===== config.mk =====
export PLATFORM = sky130hd
export DESIGN_NAME = eeprom_log_buffer
export DESIGN_NICKNAME = d
export VERILOG_FILES = /design/src/rtl/eelog_pkg.sv /design/src/rtl/eelog_fifo.sv /design/src/rtl/eelog_wait_timer.sv /design/src/rtl/eelog_seq.sv /design/src/rtl/eeprom_log_buffer.sv
export SDC_FILE = /design/constraint.sdc
export NUM_CORES = 1
export LEC_CHECK = 0
export ABC_AREA = 1
export BUFFER_PORTS_ARGS = -buffer_cell sky130_fd_sc_hd__buf_2
export CAP_MARGIN = 30
export CORE_MARGIN = 5
export CORE_UTILIZATION = 41
export DETAILED_ROUTE_END_ITERATION = 8
export SLEW_MARGIN = 10
export SYNTH_ARGS = -nofsm -noshare
export SYNTH_HDL_FRONTEND = slang
export SYNTH_HIERARCHICAL = 1
export SYNTH_SLANG_ARGS = --single-unit
export TNS_END_PERCENT = 1

===== constraint.sdc =====
create_clock -name clk -period 4.1 [get_ports clk]
set_clock_uncertainty 0.1 [all_clocks]
set_input_delay 0 -clock clk [delete_from_list [all_inputs] [get_ports clk]]
set_output_delay 0 -clock clk [all_outputs]
set_load 0.03 [all_outputs]

===== src/rtl/eelog_pkg.sv =====
package eelog_pkg;

    typedef enum logic [1:0] {
        OP_START = 2'd0,
        OP_BYTE  = 2'd1,
        OP_STOP  = 2'd2
    } bus_op_e;

    typedef struct packed {
        bus_op_e    op;
        logic [7:0] data;
    } bus_cmd_t;

    typedef enum logic [2:0] {
        SQ_IDLE,
        SQ_START,
        SQ_ADDR,
        SQ_DATA,
        SQ_STOP,
        SQ_WAIT
    } seq_state_e;

    // write-direction control byte: 7-bit device address, R/W bit low
    function automatic logic [7:0] write_ctrl(input logic [6:0] dev);
        return {dev, 1'b0};
    endfunction

endpackage


===== src/rtl/eelog_fifo.sv =====
module eelog_fifo #(
    parameter int DEPTH = 16,
    parameter int W     = 8
) (
    input  logic         clk,
    input  logic         rst,
    input  logic         push,
    input  logic [W-1:0] push_data,
    input  logic         pop,
    output logic [W-1:0] head,
    output logic         full,
    output logic         empty,
    output logic         overflow
);
    localparam int PW = (DEPTH > 1) ? $clog2(DEPTH) : 1;
    localparam int CW = $clog2(DEPTH + 1);

    logic [W-1:0]  mem [DEPTH];
    logic [PW-1:0] wr_ptr, rd_ptr;
    logic [CW-1:0] count;
    logic          push_ok, pop_ok;

    assign full    = (count == CW'(DEPTH));
    assign empty   = (count == '0);
    assign push_ok = push && !full;
    assign pop_ok  = pop && !empty;
    assign head    = mem[rd_ptr];

    function automatic logic [PW-1:0] bump(input logic [PW-1:0] p);
        return (p == PW'(DEPTH - 1)) ? '0 : p + 1'b1;
    endfunction

    always_ff @(posedge clk) begin
        if (push_ok) mem[wr_ptr] <= push_data;
    end

    always_ff @(posedge clk) begin
        if (rst) begin
            wr_ptr   <= '0;
            rd_ptr   <= '0;
            count    <= '0;
            overflow <= 1'b0;
        end else begin
            if (push_ok) wr_ptr <= bump(wr_ptr);
            if (pop_ok)  rd_ptr <= bump(rd_ptr);
            case ({push_ok, pop_ok})
                2'b10:   count <= count + 1'b1;
                2'b01:   count <= count - 1'b1;
                default: count <= count;
            endcase
            if (push && full) overflow <= 1'b1;
        end
    end

    p_drop_sets_flag_r3: assert property (@(posedge clk) disable iff (rst)
        push && full |=> overflow);
    p_flag_sticky_r3: assert property (@(posedge clk) disable iff (rst)
        overflow |=> overflow);
    p_full_clears_r2: assert property (@(posedge clk) disable iff (rst)
        full && pop && !push |=> !full);
    p_pop_has_data_r9: assert property (@(posedge clk) disable iff (rst)
        pop |-> !empty);

endmodule


===== src/rtl/eelog_wait_timer.sv =====
module eelog_wait_timer #(
    parameter int CYCLES = 500000
) (
    input  logic clk,
    input  logic rst,
    input  logic load,
    output logic expired
);
    localparam int TW = (CYCLES < 1) ? 1 : $clog2(CYCLES + 1);

    logic [TW-1:0] cnt;

    assign expired = (cnt == '0);

    always_ff @(posedge clk) begin
        if (rst)             cnt <= '0;
        else if (load)       cnt <= TW'(CYCLES);
        else if (!expired)   cnt <= cnt - 1'b1;
    end

    generate
        if (CYCLES > 0) begin : g_busy_chk
            p_load_busy_r6: assert property (@(posedge clk) disable iff (rst)
                load |=> !expired);
        end
    endgenerate

endmodule


===== src/rtl/eelog_seq.sv =====
module eelog_seq
    import eelog_pkg::*;
#(
    parameter int         ADDR_BYTES = 2,
    parameter int         MEM_SIZE   = 32768,
    parameter int         BASE_ADDR  = 0,
    parameter logic [6:0] DEV_ADDR   = 7'h50,
    parameter int         TWC_CYCLES = 500000
) (
    input  logic       clk,
    input  logic       rst,
    input  logic       fifo_empty,
    input  logic [7:0] fifo_head,
    output logic       fifo_pop,
    output logic       tmr_load,
    input  logic       tmr_expired,
    output logic       cmd_valid,
    output bus_cmd_t   cmd,
    input  logic       cmd_done,
    input  logic       cmd_nack,
    output logic       idle
);
    localparam int AW = ADDR_BYTES * 8;
    localparam int IW = (ADDR_BYTES > 1) ? $clog2(ADDR_BYTES) : 1;
    localparam int GW = $clog2(TWC_CYCLES + 2);

    seq_state_e    state;
    logic [AW-1:0] addr_q;
    logic [IW-1:0] idx;
    logic          failed;
    logic [7:0]    addr_lane [ADDR_BYTES];

    // lane 0 carries the most significant address byte
    generate
        for (genvar g = 0; g < ADDR_BYTES; g++) begin : g_lane
            assign addr_lane[g] = addr_q[(ADDR_BYTES-1-g)*8 +: 8];
        end
    endgenerate

    function automatic logic [AW-1:0] next_addr(input logic [AW-1:0] a);
        return (a == AW'(MEM_SIZE - 1)) ? '0 : a + 1'b1;
    endfunction

    always_comb begin
        cmd_valid = 1'b1;
        cmd       = '{op: OP_STOP, data: 8'h00};
        case (state)
            SQ_START: cmd = '{op: OP_START, data: write_ctrl(DEV_ADDR)};
            SQ_ADDR:  cmd = '{op: OP_BYTE,  data: addr_lane[idx]};
            SQ_DATA:  cmd = '{op: OP_BYTE,  data: fifo_head};
            SQ_STOP:  cmd = '{op: OP_STOP,  data: 8'h00};
            default:  cmd_valid = 1'b0;
        endcase
    end

    assign tmr_load = (state == SQ_STOP) && cmd_done;
    assign fifo_pop = tmr_load && !failed;
    assign idle     = (state == SQ_IDLE) && fifo_empty;

    always_ff @(posedge clk) begin
        if (rst) begin
            state  <= SQ_IDLE;
            addr_q <= AW'(BASE_ADDR);
            idx    <= '0;
            failed <= 1'b0;
        end else begin
            case (state)
                SQ_IDLE: begin
                    failed <= 1'b0;
                    if (!fifo_empty) state <= SQ_START;
                end
                SQ_START: if (cmd_done) begin
                    idx <= '0;
                    if (cmd_nack) begin
                        failed <= 1'b1;
                        state  <= SQ_STOP;
                    end else begin
                        state  <= SQ_ADDR;
                    end
                end
                SQ_ADDR: if (cmd_done) begin
                    if (cmd_nack) begin
                        failed <= 1'b1;
                        state  <= SQ_STOP;
                    end else if (idx == IW'(ADDR_BYTES - 1)) begin
                        state  <= SQ_DATA;
                    end else begin
                        idx    <= idx + 1'b1;
                    end
                end
                SQ_DATA: if (cmd_done) begin
                    if (cmd_nack) failed <= 1'b1;
                    state <= SQ_STOP;
                end
                SQ_STOP: if (cmd_done) begin
                    if (!failed) addr_q <= next_addr(addr_q);
                    state <= SQ_WAIT;
                end
                SQ_WAIT: if (tmr_expired) begin
                    failed <= 1'b0;
                    state  <= fifo_empty ? SQ_IDLE : SQ_START;
                end
                default: state <= SQ_IDLE;
            endcase
        end
    end

    // cycles since the last completed STOP, kept only for the gap check
    logic [GW-1:0] gap_cnt;
    logic          seen_stop;
    always_ff @(posedge clk) begin
        if (rst) begin
            gap_cnt   <= '0;
            seen_stop <= 1'b0;
        end else if (tmr_load) begin
            gap_cnt   <= '0;
            seen_stop <= 1'b1;
        end else if (gap_cnt != GW'(TWC_CYCLES + 1)) begin
            gap_cnt   <= gap_cnt + 1'b1;
        end
    end

    p_twc_gap_r6: assert property (@(posedge clk) disable iff (rst)
        $rose(cmd_valid) && seen_stop |-> gap_cnt >= GW'(TWC_CYCLES));
    p_cmd_hold_r5: assert property (@(posedge clk) disable iff (rst)
        cmd_valid && !cmd_done |=> cmd_valid && $stable(cmd));
    p_nack_stop_r8: assert property (@(posedge clk) disable iff (rst)
        cmd_valid && cmd_done && cmd_nack && cmd.op != OP_STOP
        |=> cmd_valid && cmd.op == OP_STOP);
    p_start_first_r4: assert property (@(posedge clk) disable iff (rst)
        $rose(cmd_valid) |-> cmd.op == OP_START);

endmodule


===== src/rtl/eeprom_log_buffer.sv =====
module eeprom_log_buffer
    import eelog_pkg::*;
#(
    parameter int         FIFO_DEPTH = 16,
    parameter int         ADDR_BYTES = 2,
    parameter int         MEM_SIZE   = 32768,
    parameter int         BASE_ADDR  = 0,
    parameter logic [6:0] DEV_ADDR   = 7'h50,
    parameter int         TWC_CYCLES = 500000
) (
    input  logic       clk,
    input  logic       rst,
    input  logic       push_valid,
    input  logic [7:0] push_data,
    output logic       fifo_full,
    output logic       fifo_empty,
    output logic       overflow,
    output logic       cmd_valid,
    output logic [1:0] cmd_op,
    output logic [7:0] cmd_byte,
    input  logic       cmd_done,
    input  logic       cmd_nack,
    output logic       idle
);
    logic [7:0] head;
    logic       pop, tmr_load, tmr_expired;
    bus_cmd_t   cmd;

    eelog_fifo #(.DEPTH(FIFO_DEPTH), .W(8)) u_fifo (
        .clk       (clk),
        .rst       (rst),
        .push      (push_valid),
        .push_data (push_data),
        .pop       (pop),
        .head      (head),
        .full      (fifo_full),
        .empty     (fifo_empty),
        .overflow  (overflow)
    );

    eelog_wait_timer #(.CYCLES(TWC_CYCLES)) u_timer (
        .clk     (clk),
        .rst     (rst),
        .load    (tmr_load),
        .expired (tmr_expired)
    );

    eelog_seq #(
        .ADDR_BYTES (ADDR_BYTES),
        .MEM_SIZE   (MEM_SIZE),
        .BASE_ADDR  (BASE_ADDR),
        .DEV_ADDR   (DEV_ADDR),
        .TWC_CYCLES (TWC_CYCLES)
    ) u_seq (
        .clk         (clk),
        .rst         (rst),
        .fifo_empty  (fifo_empty),
        .fifo_head   (head),
        .fifo_pop    (pop),
        .tmr_load    (tmr_load),
        .tmr_expired (tmr_expired),
        .cmd_valid   (cmd_valid),
        .cmd         (cmd),
        .cmd_done    (cmd_done),
        .cmd_nack    (cmd_nack),
        .idle        (idle)
    );

    assign cmd_op   = cmd.op;
    assign cmd_byte = cmd.data;

endmodule


Word level (Yosys, flattened, before mapping)
Memories as Yosys holds them, arrays and structs flattened. A register that Yosys moved wholly into a read port is not among the register bits.
Index checks and enable logic that the tools add are counted.
- register bits: 54
- input port bits: 13
- logic and storage cells: 100
- output and inout bits: 15
- memories: 1
- bits in writable memories: 128
- reductions and logical operators: 22
- muxes and demuxes: 35
- bitwise operators: 2
- eq/ne operators: 22
- order comparisons: 1
- $add $sub $neg: 7
- memories (name ; depth ; width ; read ports ; clocked after memory_dff ; write ports ; line ; text):
    u_fifo.mem ; 16 ; 8 ; 1 ; 1 ; 1 ; eelog_fifo.sv:18 ; logic [W-1:0] mem [DEPTH];
- operators by type and width (kind ; count):
    $mux W19 ; 2
    $pmux W10 S3 ; 1
    $mux W3 ; 9
    $mux W8 ; 3
    $logic_not A19 Y1 ; 1
    $sub A19 B1 Y19 const B ; 1
    $pmux W3 S6 ; 1
    $add A16 B1 Y16 const B ; 1
    $eq A16 B15 Y1 const B ; 1
    $mux W16 ; 1
    $mux W4 ; 4
    $ne A2 B2 Y1 const B ; 7
    $mux W1 ; 11
    $pmux W5 S2 ; 1
    $add A4 B1 Y4 const B ; 2
    $eq A4 B4 Y1 const B ; 2
    $reduce_and A4 Y1 ; 2
    $reduce_and A7 Y1 ; 1
    $eq A3 B2 Y1 const B ; 2
    $eq A3 B3 Y1 const B ; 2
    $logic_and A1 B1 Y1 ; 6
    $ne A2 B1 Y1 const B ; 3
    $add A5 B1 Y5 const B ; 1
    $eq A5 B5 Y1 const B ; 1
    other kinds (20) ; 23

Logic depth before layout (Yosys ltp)
- word-level depth: 6
- mapped depth: 17

By module
Netlist, hierarchy kept.
- by module, submodules not included (module ; times used ; cells an instance ; area an instance (um2) ; sequential area each (um2)):
    eelog_fifo ; 1 ; 550 ; 6227.2 ; 4204.0
    eelog_seq ; 1 ; 229 ; 1491.4 ; 420.4
    eelog_wait_timer ; 1 ; 153 ; 1133.6 ; 380.4

Worst setup path before layout
OpenSTA, ideal clock, no wires.
- path kind: reg2reg
- start: register u_seq.state[1]
- end: register u_fifo.count[2]
- path slack: 1.836 ns
- stages on the path, launching flop included: 16
- path buffers: 0
- arrival: 2.048 ns
- period minus slack after synthesis: 2.264 ns
- data required time: 3.885 ns
- path through: dfxtp_1 nor2_4 nand2_4 nor2_8 nand2_1 inv_1 ha_1 inv_1 nand2_1 nand2_1 ha_1 inv_1 nand2_1 xor2_1 o21ai_0 inv_1
- longest elaborated chain between the ends: 6
- elaborated cells on any way between the ends: 8
- classes of those cells: eq/ne: 3; mux: 1; reduce/logical: 4
- RTL lines (element ; line ; text):
    from (decl) ; eelog_seq.sv:27 ; seq_state_e state;
    from (signal assigned) ; eelog_seq.sv:101 ; state <= fifo_empty ? SQ_IDLE : SQ_START;
    $eq A3 B3 Y1 (*) ; eelog_seq.sv:56 ; assign tmr_load = (state == SQ_STOP) && cmd_done;
    $logic_and A1 B1 Y1 (*) ; eelog_seq.sv:56 ;
    $logic_and A1 B1 Y1 (*) ; eelog_seq.sv:57 ; assign fifo_pop = tmr_load && !failed;
    net pop ; eeprom_log_buffer.sv:26 ; logic pop, tmr_load, tmr_expired;
    $logic_and A1 B1 Y1 (*) ; eelog_fifo.sv:26 ; assign pop_ok = pop && !empty;
    $eq A2 B1 Y1 or $eq A2 B2 Y1 (tied branches) ; eelog_fifo.sv:46 ; case ({push_ok, pop_ok})
    $pmux W5 S2 or $reduce_bool A2 Y1 (tied branches) ; - ;
    to (signal assigned) ; eelog_fifo.sv:47 ; 2'b10: count <= count + 1'b1;
    to (signal assigned) ; eelog_fifo.sv:48 ; 2'b01: count <= count - 1'b1;
    to (signal assigned) ; eelog_fifo.sv:49 ; default: count <= count;
    to (decl) ; eelog_fifo.sv:20 ; logic [CW-1:0] count;
The timed path passes the listed nets; every way through them passes the cells marked *.
A chain may end at the register's enable or synchronous reset.

==> metrics.cfg <==
[clock_network]
numCtsBuffers=17
ctsLongestPathBuffers=2
numClockSinks=186
tritoncts=yes
clkLatencyLatePin_ns=0.43
clk_transition_reported_paths_ns=0.07
ctsRootBufferMaster=clkbuf_16
cts-htree-levels=4

[power_and_ir_drop]
vdd_ir_drop_max_mv=0.3774
cellLeakagePower_nw=3.825
power.density_cell_area_nw_per_um2=536.9

[route]
via_count=6361
route.antenna.remaining_nets=0
drtIter0Drc=421
post_drt_wl_per_cell_um=15.16
vias_per_cell=5.081
drt-total-wl_um=18980
drt_pre_antenna_iters=5
route.detailed.drc=0

[synth]
netlist_top_cells_area=edfxtp_1 43%, dfxtp_1 13%, nand2_1 6.3%, inv_1 5.3%, nand3_1 4.9%
synth_edf_count=128
synth.distinct_cells=42
yosys_register_bits=186
most_common_cell_in_the_synthesized_netlist=nand2_1
postSynthAreaPerCell_sq_um=9.498
yosys_warnings=6
postSynthCellCount=932
synth_area_sq_um=8852
synthesis.nets=956
synth_ff_type=edfxtp_1
synth.top_cell.area_share_pct=43.42
top_cells_by_count_synth=149 x nand2_1, 128 x edfxtp_1, 126 x inv_1, 87 x nand3_1, 85 x nor2_1
ys_async_sr_fraction_pct=0
seq_area_frac_synth_pct=56.54
yosysTopAreaCell=edfxtp_1

[critical_path]
timing.setup.critical_path_class=reg2out
worstRegToRegCells=14
timing.rr.end=u_fifo/count[2]
critPathLaunchType=flip-flop
setup_crit_end=cmd_byte[1]
rrSetupSlack_ns=1.43
timing.critical_path.arrival_ns=2.64
cp-end-kind=output port
crit_path_max_fanout=77
timing.critical_path.required_ns=4.00
startpoint_of_the_worst_register_to_register_path=u_seq/state[2]

[floorplan]
floorplan.io_pins=28
floorplan.initialDensity_pct=41.85
design.die.area_sq_um=24630
rows=53
chipHeight_um=156.9
core_area_sq_um=21150
die_width_um=156.9

[grt]
grt_pass1_vias=5778
grtUsageTotal_pct=15.90
pin_count_of_the_biggest_net_entering_global_routing=78
grt_overflow_total=0
initial_antenna_violation_count=0
first_pass_grt_wire_length_um=30790

[cells_and_area]
final_cells=1252
n_fill_cell=2025
area_growth_pct=12.08
antenna-diode-count=0
nNetsFinal=988
drive_above_1_share_pct=12.79

[place]
dpl.cell_count=1206
globalplace.congestion=0.8752
hpwlAfterDp_um=12450
port_buffers=27

[sta]
hold_viol_final=0
rsz0062_at_grt=no
worstMarginPinSlew_ns=0.9183
maxClockFrequency_mhz=364.5
timing.setup.tns_ns=0
worst_slew_margin_rel_pct=38.55
timing.final.crit_share_pct=66.91
final_max_slew_viol_count=0
final.min_clock_period_ns=2.743
final-setup-viol-count=0

[min_path]
hold_path.class=reg2reg

[run_status]
outcome=finished, final reports clean

[job]
maxCapViolations=0

sequential cells by signal, indices dropped and copies added, names as in the netlist, named ones only:
name,count
u_fifo/mem,128
u_timer/cnt,19
u_seq/addr_lane,16
u_fifo/count,5
u_fifo/rd_ptr,4
u_fifo/wr_ptr,4
u_seq/state,3
u_fifo/overflow,1
u_seq/failed,1
u_seq/idx,1
cells in the final DEF, fill, tap and decap left out, types with 11 or more instances in the layout:
cell,count
o21ai_0,54
nand2_1,149
inv_1,126
nand2_2,12
dlygate4sd3_1,14
ha_1,11
edfxtp_1,128
nor2_1,85
nand3_1,87
clkbuf_16,17
o211ai_1,23
buf_2,28
a21oi_1,62
dfxtp_1,56
nor2_2,12
per-stage QoR:
stage | hold WS [ns] | worst slack [ns] | area [sq um] | util, % | total power, W
5_1_grt | 0.3989 | 1.176 | 9922 | 46.90 | 0.005648
6_report | 0.3578 | 1.357 | 9922 | 46.90 | 0.005327
4_1_cts | 0.3577 | 1.342 | 9922 | 46.90 | 0.005375
3_5_place_dp | 0.2004 | 1.459 | 9193 | 43.46 | 0.003714
2_1_floorplan | -0.02762 | 1.836 | 8852 | - | 0.003416
3_3_place_gp | 0.1859 | 1.575 | 9188 | 43.43 | 0.003705
worst max-delay path: stages (launching register included):
cell,delay (ns)
dfxtp_4,0.86
buf_12,0.31
nand2_1,0.08
o211ai_1,0.10
nand3_1,0.15
nand3_1,0.18
nand2_1,0.12
a22o_1,0.21
buf_2,0.17
power breakdown:
part | internal, W | total, W | switching [W] | leakage, nW
Sequential | 0.00213 | 0.00228 | 0.000155 | 1.63
Combinational | 0.000487 | 0.00140 | 0.000913 | 1.91
Clock | 0.000914 | 0.00164 | 0.000729 | 0.282
Total | 0.00353 | 0.00533 | 0.00180 | 3.82
worst min path at each step:
stage / end / start / depth (start not counted) / slack (ns)
2_1_floorplan: u_fifo/overflow / rst / 1 / -0.03
3_3_place_gp: u_fifo/overflow / push_valid / 3 / 0.19
3_5_place_dp: u_fifo/overflow / push_valid / 3 / 0.20
4_1_cts: u_timer/cnt[0] / u_timer/cnt[0] / 1 / 0.36
5_1_grt: u_timer/cnt[0] / u_timer/cnt[0] / 1 / 0.40
6_report: u_timer/cnt[0] / u_timer/cnt[0] / 1 / 0.36
timing repair:
action | CTS | global route
hold endpoints to repair | 148 | 0
gates resized for setup | 0 | 0
hold buffers | 14 | 0
buffers inserted | 0 | 0
layer usage:
| layer | part of all wire (%) | global-route usage [%] | up-vias |
|---|---|---|---|
| met5 | 0 | 0 | - |
| met4 | 2.6 | 6.529 | 0 |
| met3 | 4.1 | 2.557 | 25 |
| met2 | 46 | 24.02 | 154 |
| met1 | 48 | 22.88 | 2980 |
| li1 | - | - | 3202 |
cell families after synthesis:
kind of cell / share of synthesized area [%]
AO/OA/AOI/OAI: 11.17
XOR/XNOR: 1.682
adder cells (fa/ha/maj): 1.555
AND/OR/NAND/NOR: 21.26
flip-flops: 56.54
buffers and inverters: 7.802
cell type report:
cell class | count | area, sq um | share of cell area, %
Clock buffer | 18 | 429.2 | 4.325
Clock inverter | 14 | 160.2 | 1.614
Inverter | 131 | 494.2 | 4.981
Multi-Input combinational cell | 583 | 3157 | 31.82
Sequential cell | 186 | 5010 | 50.49
Tap cell | 275 | 344.1 | 3.468
Timing Repair Buffer | 45 | 327.8 | 3.304
No activity file was read; power rests on OpenSTA's default activity.
